## src/rtl/vidmem_pkg.sv

```systemverilog
package vidmem_pkg;
  typedef logic bank_id_t;
  localparam int unsigned NUM_BANKS = 2;
  localparam bank_id_t RESET_DISP_BANK = 1'b0;

  function automatic bank_id_t other_bank(input bank_id_t b);
    return ~b;
  endfunction
endpackage

```

## src/rtl/vms_flip_ctrl.sv

```systemverilog
module vms_flip_ctrl
  import vidmem_pkg::*;
(
  input  logic     clk,
  input  logic     rst_n,
  input  logic     flip_req,
  input  logic     vblank,
  output bank_id_t disp_sel,
  output logic     pending,
  output logic     swap
);
  bank_id_t disp_q, disp_d;
  logic     pend_q, pend_d;

  always_comb begin
    swap   = pend_q & vblank;
    disp_d = disp_q;
    if (swap) disp_d = other_bank(disp_q);
    // a request in the swap cycle is kept for the next blank
    pend_d = flip_req | (pend_q & ~vblank);
  end

  always_ff @(posedge clk or negedge rst_n) begin
    if (!rst_n) begin
      disp_q <= RESET_DISP_BANK;
      pend_q <= 1'b0;
    end else begin
      disp_q <= disp_d;
      pend_q <= pend_d;
    end
  end

  assign disp_sel = disp_q;
  assign pending  = pend_q;
endmodule

```

## src/rtl/vms_turnaround.sv

```systemverilog
module vms_turnaround #(
  parameter int unsigned TURN_CYC = 2
) (
  input  logic clk,
  input  logic rst_n,
  input  logic rd_en,
  input  logic restart,
  output logic valid
);
  localparam int unsigned CNT_W = $clog2(TURN_CYC + 1);
  localparam logic [CNT_W-1:0] CNT_MAX = CNT_W'(TURN_CYC);

  logic [CNT_W-1:0] cnt_q, cnt_d;
  logic             cnt_en;

  always_comb begin
    cnt_en = 1'b1;
    cnt_d  = cnt_q;
    if (!rd_en || restart)    cnt_d = '0;
    else if (cnt_q != CNT_MAX) cnt_d = cnt_q + 1'b1;
    else                       cnt_en = 1'b0;
  end

  always_ff @(posedge clk or negedge rst_n) begin
    if (!rst_n)      cnt_q <= '0;
    else if (cnt_en) cnt_q <= cnt_d;
  end

  assign valid = rd_en && (cnt_q == CNT_MAX);
endmodule

```

## src/rtl/vms_bank_router.sv

```systemverilog
module vms_bank_router
  import vidmem_pkg::*;
#(
  parameter int unsigned ADDR_W = 12,
  parameter int unsigned DATA_W = 8
) (
  input  bank_id_t                           disp_sel,
  input  logic [ADDR_W-1:0]                  host_addr,
  input  logic [DATA_W-1:0]                  host_wdata,
  input  logic                               host_oe,
  input  logic                               host_we,
  input  logic [ADDR_W-1:0]                  disp_addr,
  input  logic [NUM_BANKS-1:0][DATA_W-1:0]   bank_rdata,
  output logic [NUM_BANKS-1:0][ADDR_W-1:0]   bank_addr,
  output logic [NUM_BANKS-1:0][DATA_W-1:0]   bank_wdata,
  output logic [NUM_BANKS-1:0]               bank_oe,
  output logic [NUM_BANKS-1:0]               bank_we,
  output logic [DATA_W-1:0]                  back_rdata,
  output logic [DATA_W-1:0]                  disp_rdata
);
  bank_id_t back_sel;
  logic     wr_ok;

  assign back_sel = other_bank(disp_sel);
  assign wr_ok    = host_we & ~host_oe;

  for (genvar k = 0; k < NUM_BANKS; k++) begin : g_bank
    logic is_back;
    assign is_back       = (back_sel == bank_id_t'(k));
    assign bank_addr[k]  = is_back ? host_addr : disp_addr;
    assign bank_wdata[k] = host_wdata;
    assign bank_oe[k]    = is_back ? host_oe : 1'b1;
    assign bank_we[k]    = is_back & wr_ok;
  end

  assign back_rdata = bank_rdata[back_sel];
  assign disp_rdata = bank_rdata[disp_sel];
endmodule

```

## src/rtl/vidmem_switch.sv

```systemverilog
module vidmem_switch
  import vidmem_pkg::*;
#(
  parameter int unsigned ADDR_W   = 12,
  parameter int unsigned DATA_W   = 8,
  parameter int unsigned TURN_CYC = 2
) (
  input  logic              clk,
  input  logic              rst_n,
  input  logic [ADDR_W-1:0] host_addr,
  input  logic [DATA_W-1:0] host_wdata,
  output logic [DATA_W-1:0] host_rdata,
  output logic              host_dir,
  output logic              host_rvalid,
  input  logic              host_oe,
  input  logic              host_we,
  input  logic              host_flip,
  input  logic              vblank_start,
  output logic              flip_pending,
  output logic              disp_bank,
  input  logic [ADDR_W-1:0] disp_addr,
  output logic [DATA_W-1:0] disp_data,
  output logic [ADDR_W-1:0] b0_addr,
  output logic [DATA_W-1:0] b0_wdata,
  output logic              b0_oe,
  output logic              b0_we,
  input  logic [DATA_W-1:0] b0_rdata,
  output logic [ADDR_W-1:0] b1_addr,
  output logic [DATA_W-1:0] b1_wdata,
  output logic              b1_oe,
  output logic              b1_we,
  input  logic [DATA_W-1:0] b1_rdata
);
  // reset: asserted asynchronously, released on the clock
  logic rst_meta_q, rst_sync_n;
  always_ff @(posedge clk or negedge rst_n) begin
    if (!rst_n) begin
      rst_meta_q <= 1'b0;
      rst_sync_n <= 1'b0;
    end else begin
      rst_meta_q <= 1'b1;
      rst_sync_n <= rst_meta_q;
    end
  end

  bank_id_t disp_sel;
  logic     swap;

  vms_flip_ctrl u_flip (
    .clk      (clk),
    .rst_n    (rst_sync_n),
    .flip_req (host_flip),
    .vblank   (vblank_start),
    .disp_sel (disp_sel),
    .pending  (flip_pending),
    .swap     (swap)
  );

  vms_turnaround #(.TURN_CYC(TURN_CYC)) u_turn (
    .clk     (clk),
    .rst_n   (rst_sync_n),
    .rd_en   (host_oe),
    .restart (swap),
    .valid   (host_rvalid)
  );

  logic [NUM_BANKS-1:0][DATA_W-1:0] bank_rdata;
  logic [NUM_BANKS-1:0][ADDR_W-1:0] bank_addr;
  logic [NUM_BANKS-1:0][DATA_W-1:0] bank_wdata;
  logic [NUM_BANKS-1:0]             bank_oe;
  logic [NUM_BANKS-1:0]             bank_we;
  logic [DATA_W-1:0]                back_rdata;

  assign bank_rdata[0] = b0_rdata;
  assign bank_rdata[1] = b1_rdata;

  vms_bank_router #(.ADDR_W(ADDR_W), .DATA_W(DATA_W)) u_route (
    .disp_sel   (disp_sel),
    .host_addr  (host_addr),
    .host_wdata (host_wdata),
    .host_oe    (host_oe),
    .host_we    (host_we),
    .disp_addr  (disp_addr),
    .bank_rdata (bank_rdata),
    .bank_addr  (bank_addr),
    .bank_wdata (bank_wdata),
    .bank_oe    (bank_oe),
    .bank_we    (bank_we),
    .back_rdata (back_rdata),
    .disp_rdata (disp_data)
  );

  assign b0_addr  = bank_addr[0];
  assign b0_wdata = bank_wdata[0];
  assign b0_oe    = bank_oe[0];
  assign b0_we    = bank_we[0];
  assign b1_addr  = bank_addr[1];
  assign b1_wdata = bank_wdata[1];
  assign b1_oe    = bank_oe[1];
  assign b1_we    = bank_we[1];

  assign host_dir   = host_oe;
  assign host_rdata = host_rvalid ? back_rdata : '0;
  assign disp_bank  = disp_sel;
endmodule

```

## config.mk

```make
export PLATFORM = sky130hd
export DESIGN_NAME = vidmem_switch
export DESIGN_NICKNAME = d
export VERILOG_FILES = /design/src/rtl/vidmem_pkg.sv /design/src/rtl/vms_flip_ctrl.sv /design/src/rtl/vms_turnaround.sv /design/src/rtl/vms_bank_router.sv /design/src/rtl/vidmem_switch.sv
export SDC_FILE = /design/constraint.sdc
export NUM_CORES = 1
export LEC_CHECK = 0
export BUFFER_PORTS_ARGS = -buffer_cell sky130_fd_sc_hd__buf_2
export CORE_ASPECT_RATIO = 1.2
export CORE_UTILIZATION = 34
export CTS_CLUSTER_SIZE = 8
export DETAILED_ROUTE_END_ITERATION = 16
export PLACE_DENSITY = 0.92
export RECOVER_POWER = 100
export SYNTH_ARGS = -nofsm -noshare
export SYNTH_HDL_FRONTEND = slang
export SYNTH_SLANG_ARGS = --single-unit
```

## constraint.sdc

```tcl
create_clock -name clk -period 1.5 [get_ports clk]
set_input_delay 0.15 -clock clk [delete_from_list [all_inputs] [get_ports clk]]
set_output_delay 0.15 -clock clk [all_outputs]
set_load 0.1 [all_outputs]
```

# After elaboration in Yosys (flattened, before gate mapping)
# Cells that the tools add are included.
dict set report totals {
  register_bits 6
  inputBits 54
  out_inout_bits 64
  word_cells 37
}
dict set report classes {
  n_reduce_logical 5
  mux 13
  n_eq_ne 2
  magnitude_cmp 2
  addsub 1
  bitwise 9
}
# cell n
set op_table {}
lappend op_table {{$mux 8} 5}
lappend op_table {{$mux 12} 2}
lappend op_table {{$and 1x1->1} 5}
lappend op_table {{$lt 1x2->1 const B} 2}
lappend op_table {{$mux 1} 4}
lappend op_table {{$mux 2} 2}
lappend op_table {{$not 1->1} 3}
lappend op_table {{$add 2x1->2 const B} 1}
lappend op_table {{$eq 2x2->1 const B} 1}
lappend op_table {{$ne 2x2->1 const B} 1}
lappend op_table {{$reduce_and 2->1} 1}
lappend op_table {{$reduce_bool 2->1} 1}
lappend op_table {{$logic_and 1x1->1} 1}
lappend op_table {{$logic_not 1->1} 1}
lappend op_table {{$logic_or 1x1->1} 1}
lappend op_table {{$or 1x1->1} 1}

# Longest topological paths before layout
dict set report depth {
  depth_word 4
  ltp_mapped 4
  ltp_nobuf 4
}

# Modules after synthesis
# A second synthesis with hierarchy kept.
dict set report unflattened {
  hier_cells 94
  area_unflattened_um2 1127.3
}
# mod area_per_inst_um2 seq_area_each_um2 instances cells_per_inst
set modules_own_cells {}
lappend modules_own_cells {vms_bank_router 817.0 0.0 1 65}
lappend modules_own_cells {vidmem_switch 111.4 50.0 1 12}
lappend modules_own_cells {vms_turnaround 111.4 50.0 1 11}
lappend modules_own_cells {vms_flip_ctrl 87.6 50.0 1 6}

# Worst setup path before layout
# Ideal clock, no wire load.
dict set report synth_timing {
  path_kind {reg-to-output}
  start {reg u_flip.disp_q (netlist: u_flip.disp_sel)}
  end {out b1_we}
  path_slack_ps -2054
  required_ps 1350
  t_arrival_ps 3404
  stages_incl_launch_ff 4
  path_buffers 2
  cell_sequence {dfrtp_1 buf_6 buf_6 nor3b_1}
}
dict set report synth_between {
  elab_chain_len 2
}
# item line
set synth_rtl {}
lappend synth_rtl {{start, declared} vms_flip_ctrl.sv:12} ;# bank_id_t disp_q, disp_d;
lappend synth_rtl {{start signal, assigned} vms_flip_ctrl.sv:28} ;# disp_q <= disp_d;
lappend synth_rtl {{$not 1->1} vidmem_pkg.sv:7} ;# return ~b;
lappend synth_rtl {{$and 1x1->1} vms_bank_router.sv:33} ;# assign bank_we[k] = is_back & wr_ok;
lappend synth_rtl {{end, declared} vidmem_switch.sv:31} ;# output logic b1_we,
# No other way between the ends.

# Worst setup path in the final report
dict set report layout_timing {
  start {reg u_flip.disp_q (netlist: u_flip.disp_sel)}
  end {out disp_data[6]}
}
dict set report layout_between {
  elab_chain_len 2
}
# item line
set layout_rtl {}
lappend layout_rtl {{$mux 8 (implied by the code) (2 in a row)} vms_bank_router.sv:37} ;# assign disp_rdata = bank_rdata[disp_sel];
lappend layout_rtl {{end, declared} vidmem_switch.sv:22} ;# output logic [DATA_W-1:0] disp_data,
# No other way between the ends. The select of a mux whose other input is x is not followed.

==> metrics.csv <==
metric;value;unit
min cycle time layout;1.63;ns
Placed Cells;202;
Antenna Violating Nets Remaining;0;
Max Slew Vio Count;0;
proportion of netlist area held by the largest area contributor;0.387;
Static Leak;1.12;nW
die extent in x;52.7;um
die height;62.8;um
clock power share;0.029;
Arr. time, crit path;1.48;ns
synthesized area divided by synthesized cell count;11.1;um2
first-pass GRT wire length;5180;um
maximum number of pins on one net before global-route repair;15;
wire length after detailed routing;3310;um
initial core utilization;0.366;
deepest level of the CTS H-tree;1;
row count;21;
Final Hold Fails;0;
share of final-layout standard cells stronger than drive strength 1;0.893;
Placer Congestion;0.741;
final clock skew;0.00923;ns
number of sinks handled by clock tree synthesis;6;
per-cell via count in the routed design;4.78;
Yosys warnings;0;
synthesized flop and latch total;6;
clk root buf;clkbuf_4;
total power after layout;5.73;mW
total clock buffers created by CTS;3;
DP Worst Slack;0.00447;ns
Finished Layout Cells;212;
worst path cell trace;buf_12, mux2_4, buf_12;
count of inserted antenna diode cells;0;
Critical Path Slowest Stage Cell;dfrtp_4;
most frequent standard cell in the layout excluding fill and tap cells;buf_12;
sequential cell area in the final layout;154;um2
maxcap violations;0;
run status;finished with violations;
number of detailed-routing iterations run before antenna repair;4;
sequential cell area fraction in the yosys report;0.143;
main area contributors after synthesis;mux2_4, dfrtp_1, buf_4;
maximum root-to-sink buffer count;2;
type of the worst setup path;flip-flop to output port;
cell area power density;2470;nW/um2
CP Launch Type;flip-flop;
Die Area;3310;um2
Final Net Count;234;
total via count in the routed design;1013;
Multi-input gate area;833;um2
Internal Pwr Total;2.40;mW
drt initial violations;5;
part of the total power dissipated in combinational logic;0.927;
unrepaired setup endpoints after global routing;true;
type of the worst min-delay path;flip-flop to async pin;
number of global-route vias before repair;1058;
total grt overflow;0;
total DRC errors in the routed layout;0;
source-to-sink clock delay at the later pin of the worst-skew pair;0.25;ns
top metal layer carrying routed signals;met4;
final count of negative-setup-slack endpoints;42;
smallest setup slack after layout;-0.126;ns
count of buffering cells on the critical path with inverters included;2;
initial antenna violation count;0;
Routed wire per std cell;15.6;um
Area growth, synth to finish;121;%
Met3 Wirelength;322;um
family of cells with the greatest summed delay on the critical path;flip-flops;
post-synthesis net count;149;
sum of met2 wire segment lengths after detailed routing;1840;um
violations in the final reports;negative setup slack;
count of buffers inserted at the top-level ports;93;
GRT Util Overall;0.211;
placeable core region;2860;um2
proportion of total power due to net switching;0.582;
Net Sw Power;3.33;mW
Gate Count Post-Synth;94;
CP max FO;12;
worst-case vdd ir drop;1.77;mV
clock transition time at the flip-flop clock pins of the worst setup and hold paths;0.05;ns
clock tree from TritonCTS;done;
cell mode on critical path;buf_12;
count of distinct cell types in the synthesized netlist;21;
Required @ worst endpoint;1.35;ns
post-route clock period utilization;1.08;
layout filler cell count;161;
type of element capturing the critical path;output port;
Worst Max-Slew Pin Slew;0.545;ns
Post-Synthesis Cell Area;1050;um2
Post-Route M1 WL;1110;um
Top-Level Pins;118;
area leader, netlist;mux2_4;
peak per-stage delay on the critical path;0.54;ns
post-detail-place hpwl;2770;um
maximum clock frequency;615;MHz
worst slew slack as a fraction of its limit;0.638;
Fin Setup TNS;-4.19;ns
sequential power share;0.045;
top library cells by usage in the layout, fill and taps aside;buf_12, buf_2, mux2_4;
Yosys cell counts, drive strengths merged:
| master | instances |
|---|---|
| nor2 | 9 |
| dfrtp | 6 |
| and3b | 1 |
| inv | 3 |
| xnor2 | 2 |
| buf | 22 |
| nand2b | 1 |
| ha | 1 |
| and2 | 1 |
| nor3b | 1 |
| a21o | 1 |
| conb | 1 |
| mux2i | 8 |
| nand2 | 2 |
| or2 | 1 |
| o211a | 1 |
| mux2 | 32 |
| and3 | 1 |
repair_timing:
item / 4_1_cts / 5_1_grt
pin swaps: 1 / 0
gates resized for setup: 8 / 7
hold buffers: 1 / 0
cloned: 1 / 0
endpoints found under the hold margin: 2 / 0
setup buffers: 3 / 1
endpoints found under the setup margin: 45 / 43
sequential cells by signal, indices dropped and copies added, names as in the netlist:
| signal | flops |
|---|---|
| rst_meta_q | 1 |
| u_flip.pending | 1 |
| rst_sync_n | 1 |
| u_turn.cnt_q | 2 |
| u_flip.disp_sel | 1 |
final timing paths:
| path | start | slack (ns) | depth (start not counted) | endpoint |
|---|---|---|---|---|
| worst max-delay path | u_flip.disp_sel$_DFFE_PN0P_ | -0.13 | 3 | disp_data[6] |
| max in group asynchronous | rst_n | 1.15 | 2 | rst_sync_n$_DFF_PN0_ |
| worst min register to register | rst_sync_n$_DFF_PN0_ | 0.04 | 0 | u_flip.pending$_DFF_PN0_ |
| min in group clk | host_flip | 0.09 | 2 | u_flip.pending$_DFF_PN0_ |
| worst max register to register | u_turn.cnt_q[1]$_DFFE_PN0P_ | 0.41 | 3 | u_turn.cnt_q[1]$_DFFE_PN0P_ |
| worst min-delay path | rst_sync_n$_DFF_PN0_ | 0.04 | 0 | u_flip.pending$_DFF_PN0_ |
metal layers:
| layer | vias to the layer above | GRT usage |
|---|---|---|
| met5 | - | 0 |
| met4 | 0 | 0.0691 |
| met3 | 4 | 0.0657 |
| met2 | 70 | 0.396 |
| met1 | 463 | 0.207 |
| li1 | 476 | - |
kinds of logic after synthesis:
family	count (synthesis)	synth area share
multiplexers	40	0.517
buffers and inverters	25	0.211
AND/OR/NAND/NOR	17	0.0789
flip-flops	6	0.143
AO/OA/AOI/OAI	2	0.0167
XOR/XNOR	2	0.0167
adder cells (fa/ha/maj)	1	0.0119
other	1	0.00358
through the flow:
step                hold slack [ns]   util  cell area, um2
floorplan                    -0.146      -            1140
global placement            -0.0649  0.759            2170
detailed placement          -0.0621  0.759            2170
CTS                          0.0469  0.800            2290
global route                 0.0547  0.809            2320
finish                       0.0425  0.809            2320
worst reg2reg max path, stage by stage (launching register included):
cell     delay (ns)
dfrtp_1        0.40
ha_4           0.21
and2_0         0.14
o211a_1        0.21
power groups by stage:
stage                     Combinational [mW]  Sequential, mW  Clock (mW)
final                                   5.31           0.255       0.163
after global placement                  4.98           0.323           0
after global routing                    5.45           0.260       0.182
after CTS                               5.29           0.256       0.169
after detailed placement                5.05           0.327           0
after floorplan                         3.74           0.333           0
final cells by class:
cell class,instances,area share
timing repair buffer,101,0.538
multi-input combinational,64,0.360
sequential,6,0.0664
tap,34,0.0184
clock buffer,4,0.0113
inverter,3,0.00648
No activity file was read; power rests on OpenSTA's default activity.
